[config.mk]
export PLATFORM = sky130hd
export DESIGN_NAME = spi_frame_irq
export DESIGN_NICKNAME = d
export VERILOG_FILES = /design/src/rtl/spi_frame_irq_pkg.sv /design/src/rtl/sfi_limit_ctr.sv /design/src/rtl/sfi_packet_ctr.sv /design/src/rtl/sfi_irq_regs.sv /design/src/rtl/spi_frame_irq.sv
export SDC_FILE = /design/constraint.sdc
export NUM_CORES = 1
export LEC_CHECK = 0
export ABC_AREA = 1
export CORE_MARGIN = 5
export CORE_UTILIZATION = 25
export CTS_CLUSTER_SIZE = 12
export DETAILED_ROUTE_END_ITERATION = 10
export HOLD_SLACK_MARGIN = 0.1
export SYNTH_ARGS = -nofsm -noshare
export SYNTH_HDL_FRONTEND = slang
export SYNTH_SLANG_ARGS = --single-unit
[constraint.sdc]
create_clock -name clk -period 3.71 [get_ports clk]
set_input_delay 0.371 -clock clk [delete_from_list [all_inputs] [get_ports clk]]
set_output_delay 0.371 -clock clk [all_outputs]
set_load 0.005 [all_outputs]
[src/rtl/spi_frame_irq_pkg.sv]
package spi_frame_irq_pkg;
  localparam int NSRC       = 6;
  localparam int SRC_TXDONE = 0;
  localparam int SRC_RXRDY  = 1;
  localparam int SRC_RXOVF  = 2;
  localparam int SRC_TXURUN = 3;
  localparam int SRC_CMD    = 4;
  localparam int SRC_SSEND  = 5;

  // new events override a clear of the same bit
  function automatic logic [NSRC-1:0] next_raw(input logic [NSRC-1:0] raw,
                                               input logic [NSRC-1:0] set,
                                               input logic [NSRC-1:0] clr);
    return (raw & ~clr) | set;
  endfunction
endpackage

[src/rtl/sfi_limit_ctr.sv]
module sfi_limit_ctr #(
  parameter int LIMIT_W = 16
) (
  input  logic               clk,
  input  logic               rst_n,
  input  logic               core_en,
  input  logic               ctr_off,
  input  logic               cnt_clr,
  input  logic               limit_wr,
  input  logic [LIMIT_W-1:0] limit_val,
  input  logic               frame_done,
  output logic               reach,
  output logic               each,
  output logic               pause
);
  function automatic logic [LIMIT_W-1:0] eff_lim(input logic [LIMIT_W-1:0] v);
    return (v == '0) ? LIMIT_W'(1) : v;
  endfunction

  logic [LIMIT_W-1:0] lim_q, cnt_q, lim_eff;
  logic run, flush, at_lim;

  assign lim_eff = eff_lim(lim_q);
  assign run     = core_en && !ctr_off;
  assign flush   = cnt_clr || limit_wr || !core_en;
  assign at_lim  = (cnt_q == lim_eff);
  assign reach   = run && !flush && frame_done && !at_lim &&
                   ((cnt_q + LIMIT_W'(1)) == lim_eff);
  assign each    = core_en && ctr_off && frame_done;
  assign pause   = run && at_lim;

  always_ff @(posedge clk or negedge rst_n) begin
    if (!rst_n) begin
      lim_q <= LIMIT_W'(1);
      cnt_q <= '0;
    end else begin
      if (limit_wr) lim_q <= limit_val;
      if (flush) cnt_q <= '0;
      else if (run && frame_done && !at_lim) cnt_q <= cnt_q + LIMIT_W'(1);
    end
  end
endmodule

[src/rtl/sfi_packet_ctr.sv]
module sfi_packet_ctr #(
  parameter int CMD_W = 6
) (
  input  logic             clk,
  input  logic             rst_n,
  input  logic             ss_act,
  input  logic             frame_ok,
  input  logic [CMD_W-1:0] cmd_size,
  output logic             cmd_hit,
  output logic             ss_end
);
  logic [CMD_W-1:0] cnt_q;
  logic             fired_q, ss_q;

  assign cmd_hit = ss_act && frame_ok && !fired_q && (cmd_size != '0) &&
                   ((cnt_q + CMD_W'(1)) == cmd_size);
  assign ss_end  = ss_q && !ss_act;

  always_ff @(posedge clk or negedge rst_n) begin
    if (!rst_n) begin
      cnt_q   <= '0;
      fired_q <= 1'b0;
      ss_q    <= 1'b0;
    end else begin
      ss_q <= ss_act;
      if (!ss_act) begin
        cnt_q   <= '0;
        fired_q <= 1'b0;
      end else begin
        if (frame_ok && (cnt_q != '1)) cnt_q <= cnt_q + CMD_W'(1);
        if (cmd_hit) fired_q <= 1'b1;
      end
    end
  end
endmodule

[src/rtl/sfi_irq_regs.sv]
module sfi_irq_regs import spi_frame_irq_pkg::*; (
  input  logic            clk,
  input  logic            rst_n,
  input  logic [NSRC-1:0] set_vec,
  input  logic            clr_wr,
  input  logic [NSRC-1:0] clr_mask,
  input  logic [NSRC-1:0] irq_en,
  output logic [NSRC-1:0] raw_stat,
  output logic [NSRC-1:0] mask_stat,
  output logic            irq
);
  logic [NSRC-1:0] clr_eff;

  assign clr_eff   = clr_wr ? clr_mask : '0;
  assign mask_stat = raw_stat & irq_en;

  always_ff @(posedge clk or negedge rst_n) begin
    if (!rst_n) begin
      raw_stat <= '0;
      irq      <= 1'b0;
    end else begin
      raw_stat <= next_raw(raw_stat, set_vec, clr_eff);
      irq      <= |mask_stat;
    end
  end
endmodule

[src/rtl/spi_frame_irq.sv]
module spi_frame_irq import spi_frame_irq_pkg::*; #(
  parameter int LIMIT_W = 16,
  parameter int CMD_W   = 6
) (
  input  logic               clk,
  input  logic               rst_n,
  input  logic               core_en,
  input  logic               ctr_off,
  input  logic               cnt_clr,
  input  logic               limit_wr,
  input  logic [LIMIT_W-1:0] limit_val,
  input  logic [CMD_W-1:0]   cmd_size,
  input  logic               frame_done,
  input  logic               ss_n,
  input  logic               rx_ovf,
  input  logic               tx_urun,
  input  logic [NSRC-1:0]    irq_en,
  input  logic               clr_wr,
  input  logic [NSRC-1:0]    clr_mask,
  output logic [NSRC-1:0]    raw_stat,
  output logic [NSRC-1:0]    mask_stat,
  output logic               pause,
  output logic               irq
);
  logic frame_reach, frame_each, cmd_hit, ss_end, frame_ok;
  logic [NSRC-1:0] set_vec;

  assign frame_ok = frame_done && core_en;

  sfi_limit_ctr #(.LIMIT_W(LIMIT_W)) u_limit (
    .clk(clk), .rst_n(rst_n), .core_en(core_en), .ctr_off(ctr_off),
    .cnt_clr(cnt_clr), .limit_wr(limit_wr), .limit_val(limit_val),
    .frame_done(frame_done), .reach(frame_reach), .each(frame_each),
    .pause(pause)
  );

  sfi_packet_ctr #(.CMD_W(CMD_W)) u_packet (
    .clk(clk), .rst_n(rst_n), .ss_act(!ss_n), .frame_ok(frame_ok),
    .cmd_size(cmd_size), .cmd_hit(cmd_hit), .ss_end(ss_end)
  );

  always_comb begin
    set_vec             = '0;
    set_vec[SRC_TXDONE] = frame_reach || frame_each;
    set_vec[SRC_RXRDY]  = frame_reach || frame_each;
    set_vec[SRC_RXOVF]  = rx_ovf;
    set_vec[SRC_TXURUN] = tx_urun;
    set_vec[SRC_CMD]    = cmd_hit;
    set_vec[SRC_SSEND]  = ss_end;
  end

  sfi_irq_regs u_regs (
    .clk(clk), .rst_n(rst_n), .set_vec(set_vec), .clr_wr(clr_wr),
    .clr_mask(clr_mask), .irq_en(irq_en), .raw_stat(raw_stat),
    .mask_stat(mask_stat), .irq(irq)
  );
endmodule

* Yosys cells after proc, flatten, opt, wreduce, memory -nomap -nowiden *
Index checks and enable logic that the tools add are counted.

word-level totals
  register bits after elaboration = 47
  input port bits = 45
  output and inout bits = 14
  word-level logic and storage cells = 57

cells by class
  add/subtract/negate cells = 2
  equal/unequal tests = 4
  mux-type cells = 8
  bitwise logic cells = 4
  reduce and logical (&&, ||, !) cells = 32

operators with widths
  kind                                                              number
  16-bit 2-to-1 mux                                                 3
  16-bit == test                                                    2
  6-bit 2-to-1 mux                                                  3
  1-bit logical AND                                                 17
  16-bit by 1-bit adder with 16-bit output (second input constant)  1
  16-bit zero test                                                  1
  6-bit bitwise AND                                                 2
  6-bit by 1-bit adder with 6-bit output (second input constant)    1
  6-bit == test                                                     1
  1-bit zero test                                                   6
  6-bit inequality test (second input constant)                     1
  6-bit NOT                                                         1
  6-bit bitwise OR                                                  1
  2-bit nonzero test                                                3
  6-bit nonzero test                                                1
  6-bit OR reduction                                                1
  1-bit logical OR                                                  3
  1-bit 2-to-1 mux                                                  2

* Depth between registers and ports, before layout *
  depth in word-level cells = 9
  depth in mapped cells = 14
  mapped depth without buffers = 13

* Hierarchy *
A second synthesis with hierarchy kept.

unflattened totals
  cell total of the unflattened synthesis = 428
  area total of the unflattened synthesis = 3236.9 um2

by module, submodules not included
  module          times used  cells an instance  area each (um2)  seq. area each (um2)
  sfi_limit_ctr   1           289                2268.4           802.0
  sfi_packet_ctr  1           96                 635.6            200.2
  sfi_irq_regs    1           37                 310.3            175.2
  spi_frame_irq   1           6                  22.5             0.0

* Least setup slack after synthesis *
Ideal clock, no wire load.

  kind = reg2out
  start = register u_limit.lim_q[11]
  end = output pause
  arrival time = 1297 ps
  required time = 3339 ps
  slack = 2042 ps
  stages on the path, launching flop included = 12
  buffers on the path = 0
  cells stage by stage = dfrtp_1 nor2_1 nand2_1 nor2_1 nand2_1 nand2_1 nand2_1 nand2_1 nand4_1 nor2_1 inv_2 nor3_1

on the way
  cells in the longest elaborated chain, start to end = 4

ends and longest elaborated chain
  what                    line                 source
  start, declared         sfi_limit_ctr.sv:20  logic [LIMIT_W-1:0] lim_q, cnt_q, lim_eff;
  start signal, assigned  sfi_limit_ctr.sv:37  if (limit_wr) lim_q <= limit_val;
  16-bit zero test        sfi_limit_ctr.sv:17  return (v == '0) ? LIMIT_W'(1) : v;
  16-bit 2-to-1 mux *     sfi_limit_ctr.sv:17
  16-bit == test *        sfi_limit_ctr.sv:26  assign at_lim = (cnt_q == lim_eff);
  1-bit logical AND *     sfi_limit_ctr.sv:30  assign pause = run && at_lim;
  end, declared           spi_frame_irq.sv:22  output logic pause,

Every way passes the cells marked *; elsewhere a longest branch is shown, timed or not.

* Worst setup path after layout *
  start = register u_limit.lim_q[9]
  end = output pause

Same word-level chain as after synthesis.

==> impl_metrics.ini <==
[global_route]
grt.busiest_layer = met2
grt_first_pass_wirelength_mm = 13.4
grt_pass1_vias = 2786
met3_usage_pct = 1.76
antenna_found_initial = 0
gr-total-overflow = 0
use_met1_pct = 14.5
grt_max_degree = 48
track_usage_pct = 11.5
grt_use_met2_pct = 19.7

[layout]
final_cells = 632
area_growth_pct = 29.4
drive_above_1_share_pct = 6.39
fin_area_mm2 = 0.00388
diodes = 0
fillers = 1226
final_common_cell = nand2_1
fin_util_pct = 32.7
final_cell_mix = nand2_1 (145), clkdlybuf4s50_1 (57), inv_1 (46), dfrtp_1 (46), nand3_1 (45)
finalNetCount = 532

[clock_tree]
cts_sinks = 47
root_buffer = clkbuf_16
ctsLongestPathBuffers = 2
ctsResizeCount = 0
cts_buffers = 5
clock_latency_ns = 0.29
clk_pin_slew_ns = 0.07
hold_buffers = 0
post-cts-setup-buffer-count = 0
tritoncts = yes
htreeDepth = 2

[flow_run]
drv_cap = 0

[synth]
synth-seq-area-share_pct = 39.3
syn_nets = 473
synth-edff-count = 0
syn_inst = 426
synth_area_mm2 = 0.00300
ys_ff_latch = 47
ys_warn_count = 0
syn_area_per_cell_um2 = 7.03
synth_ff_type = dfrtp_1
async_flop_share_pct = 100
ys_types = 33

[setup_path]
worstPathArrival_ns = 2.51
crit_family = simple AND/OR/NAND/NOR gates
regToRegSetupSlack_ns = 1.70
crit_required_ns = 3.34
r2r_cells = 13
reg2reg_from = u_limit.lim_q[9]$_DFFE_PN0P_
cp_max_fo = 4
crit_buf_inv = 2
cp_slowest_cell = clkdlybuf4s50_1
cp.depth = 12
crit_path_cell_trace = nor2_1 > nand2_1 > nor2_1 > nand2_1 > nand2_1 > nand2_1 > nand2_1 > nand4_1 > nor2_1 > inv_2 > nor3_1 > clkdlybuf4s50_1
crit_type = reg -> out
startpoint_type = register
r2r-end = u_limit.cnt_q[0]$_DFFE_PN0P_
worst_path_most_repeated_cell = nand2_1
cp-end-kind = output pin
critPathMaxStageDelay_ns = 0.55

[detailed_routing]
first_iter_violations = 149
firstDrtPassIters = 4
drt-total-wl_mm = 7.92
num_vias = 2855
ant_nets = 0
vias_per_cell = 4.52
drc = 0
wl_per_cell_um = 12.5

[placement]
placed_cells = 625
gp_routability_congestion = 0.886
place_ws_ns = 1.12
hpwlAfterDp_mm = 6.21
placed_area_mm2 = 0.00374
portBuffers = 58

[floorplan]
initial_core_util_pct = 25.3
fp.coreArea_mm2 = 0.0119
rows = 40
die_w_um = 119
die_h_um = 119
pin_count = 59
die-area_mm2 = 0.0143

[sta]
tightest_slew_ns = 0.631
rsz0062_at_grt = no
fin_crit_sh_pct = 77.8
fin_crit_ns = 2.89
hold_slack_ns = 0.168
fin_ws_ns = 0.825
finalSetupViolCount = 0
relSlewSlack_pct = 57.9
fmax_ghz = 0.347
hold_violations = 0
fin_worst_skew_ns = 0.00494
tns_ns = 0
finalMaxSlewViolations = 0

[status]
outcome = complete, no violations

[power]
ir_drop_v = 0.000151
power.total_mw = 1.21
power_density_mw_per_mm2 = 312
p_leak_nw = 1.82

[min_path]
hold_class = in -> async
## logic make-up (layout without fill, tap and decap cells)
logic type      after synthesis  in the layout  share of synthesized area (%)
flops                        47             47                           39.3
mux                           3              3                           1.13
simple gates                254            254                           36.9
compound gates               31             31                           5.55
xor+xnor                     29             29                           8.48
buf+inv                      60            119                           7.85
fa+ha+maj                     2              2                          0.835
## report_power, final
group	internal (mW)	switching [mW]	total [mW]	leakage, nW
Sequential	0.540	0.0286	0.569	0.601
Combinational	0.107	0.0911	0.198	1.15
Clock	0.246	0.198	0.444	0.0696
## per-layer routing
| layer | vias up | share of wire, % |
|---|---|---|
| met5 | - | 0 |
| li1 | 1467 | - |
| met4 | 0 | 2.0 |
| met2 | 61 | 50 |
| met1 | 1315 | 45 |
| met3 | 12 | 3.8 |
## final cells by class
cell class | count | area, um2 | share of cell area (%)
clock buffers | 5 | 125 | 3.23
clock inverters | 2 | 13.8 | 0.355
inverters | 50 | 188 | 4.84
multi-input cells | 319 | 1580 | 40.9
flip-flops and latches | 47 | 1180 | 30.4
well taps | 147 | 184 | 4.74
repair buffers | 62 | 606 | 15.6
## how the worst max path moves through the flow
stage / startpoint / endpoint / slack, ns
final: u_limit.lim_q[9]$_DFFE_PN0P_ / pause / 0.82
after global routing: u_limit.lim_q[9]$_DFFE_PN0P_ / pause / 0.62
after CTS: u_limit.lim_q[9]$_DFFE_PN0P_ / pause / 0.78
after detailed placement: u_limit.lim_q[9]$_DFFE_PN0P_ / pause / 1.12
after global placement: u_limit.lim_q[9]$_DFFE_PN0P_ / pause / 1.12
after floorplan: u_limit.lim_q[11]$_DFFE_PN0P_ / pause / 2.04
## synthesized netlist by cell type (all sizes together), types with 3 or more instances
library cell	instances	area, um2
nand2	147	557
inv	49	184
nand3	47	245
dfrtp	46	1150
nor2	38	163
o21ai	21	105
xor2	21	184
nand4	9	56.3
xnor2	8	70.1
a21oi	6	30.0
nor3	6	35.0
buf	5	27.5
clkbuf	5	20.0
mux2	3	33.8
nand3b	3	22.5
## sequential cells by signal, indices dropped and copies added, names as in the netlist
name and cells:
u_packet.fired_q 1, u_packet.ss_q 1, u_limit.lim_q 16, u_limit.cnt_q 16
u_regs.raw_stat 6, u_packet.cnt_q 6, u_regs.irq 1
No activity file was read; power rests on OpenSTA's default activity.
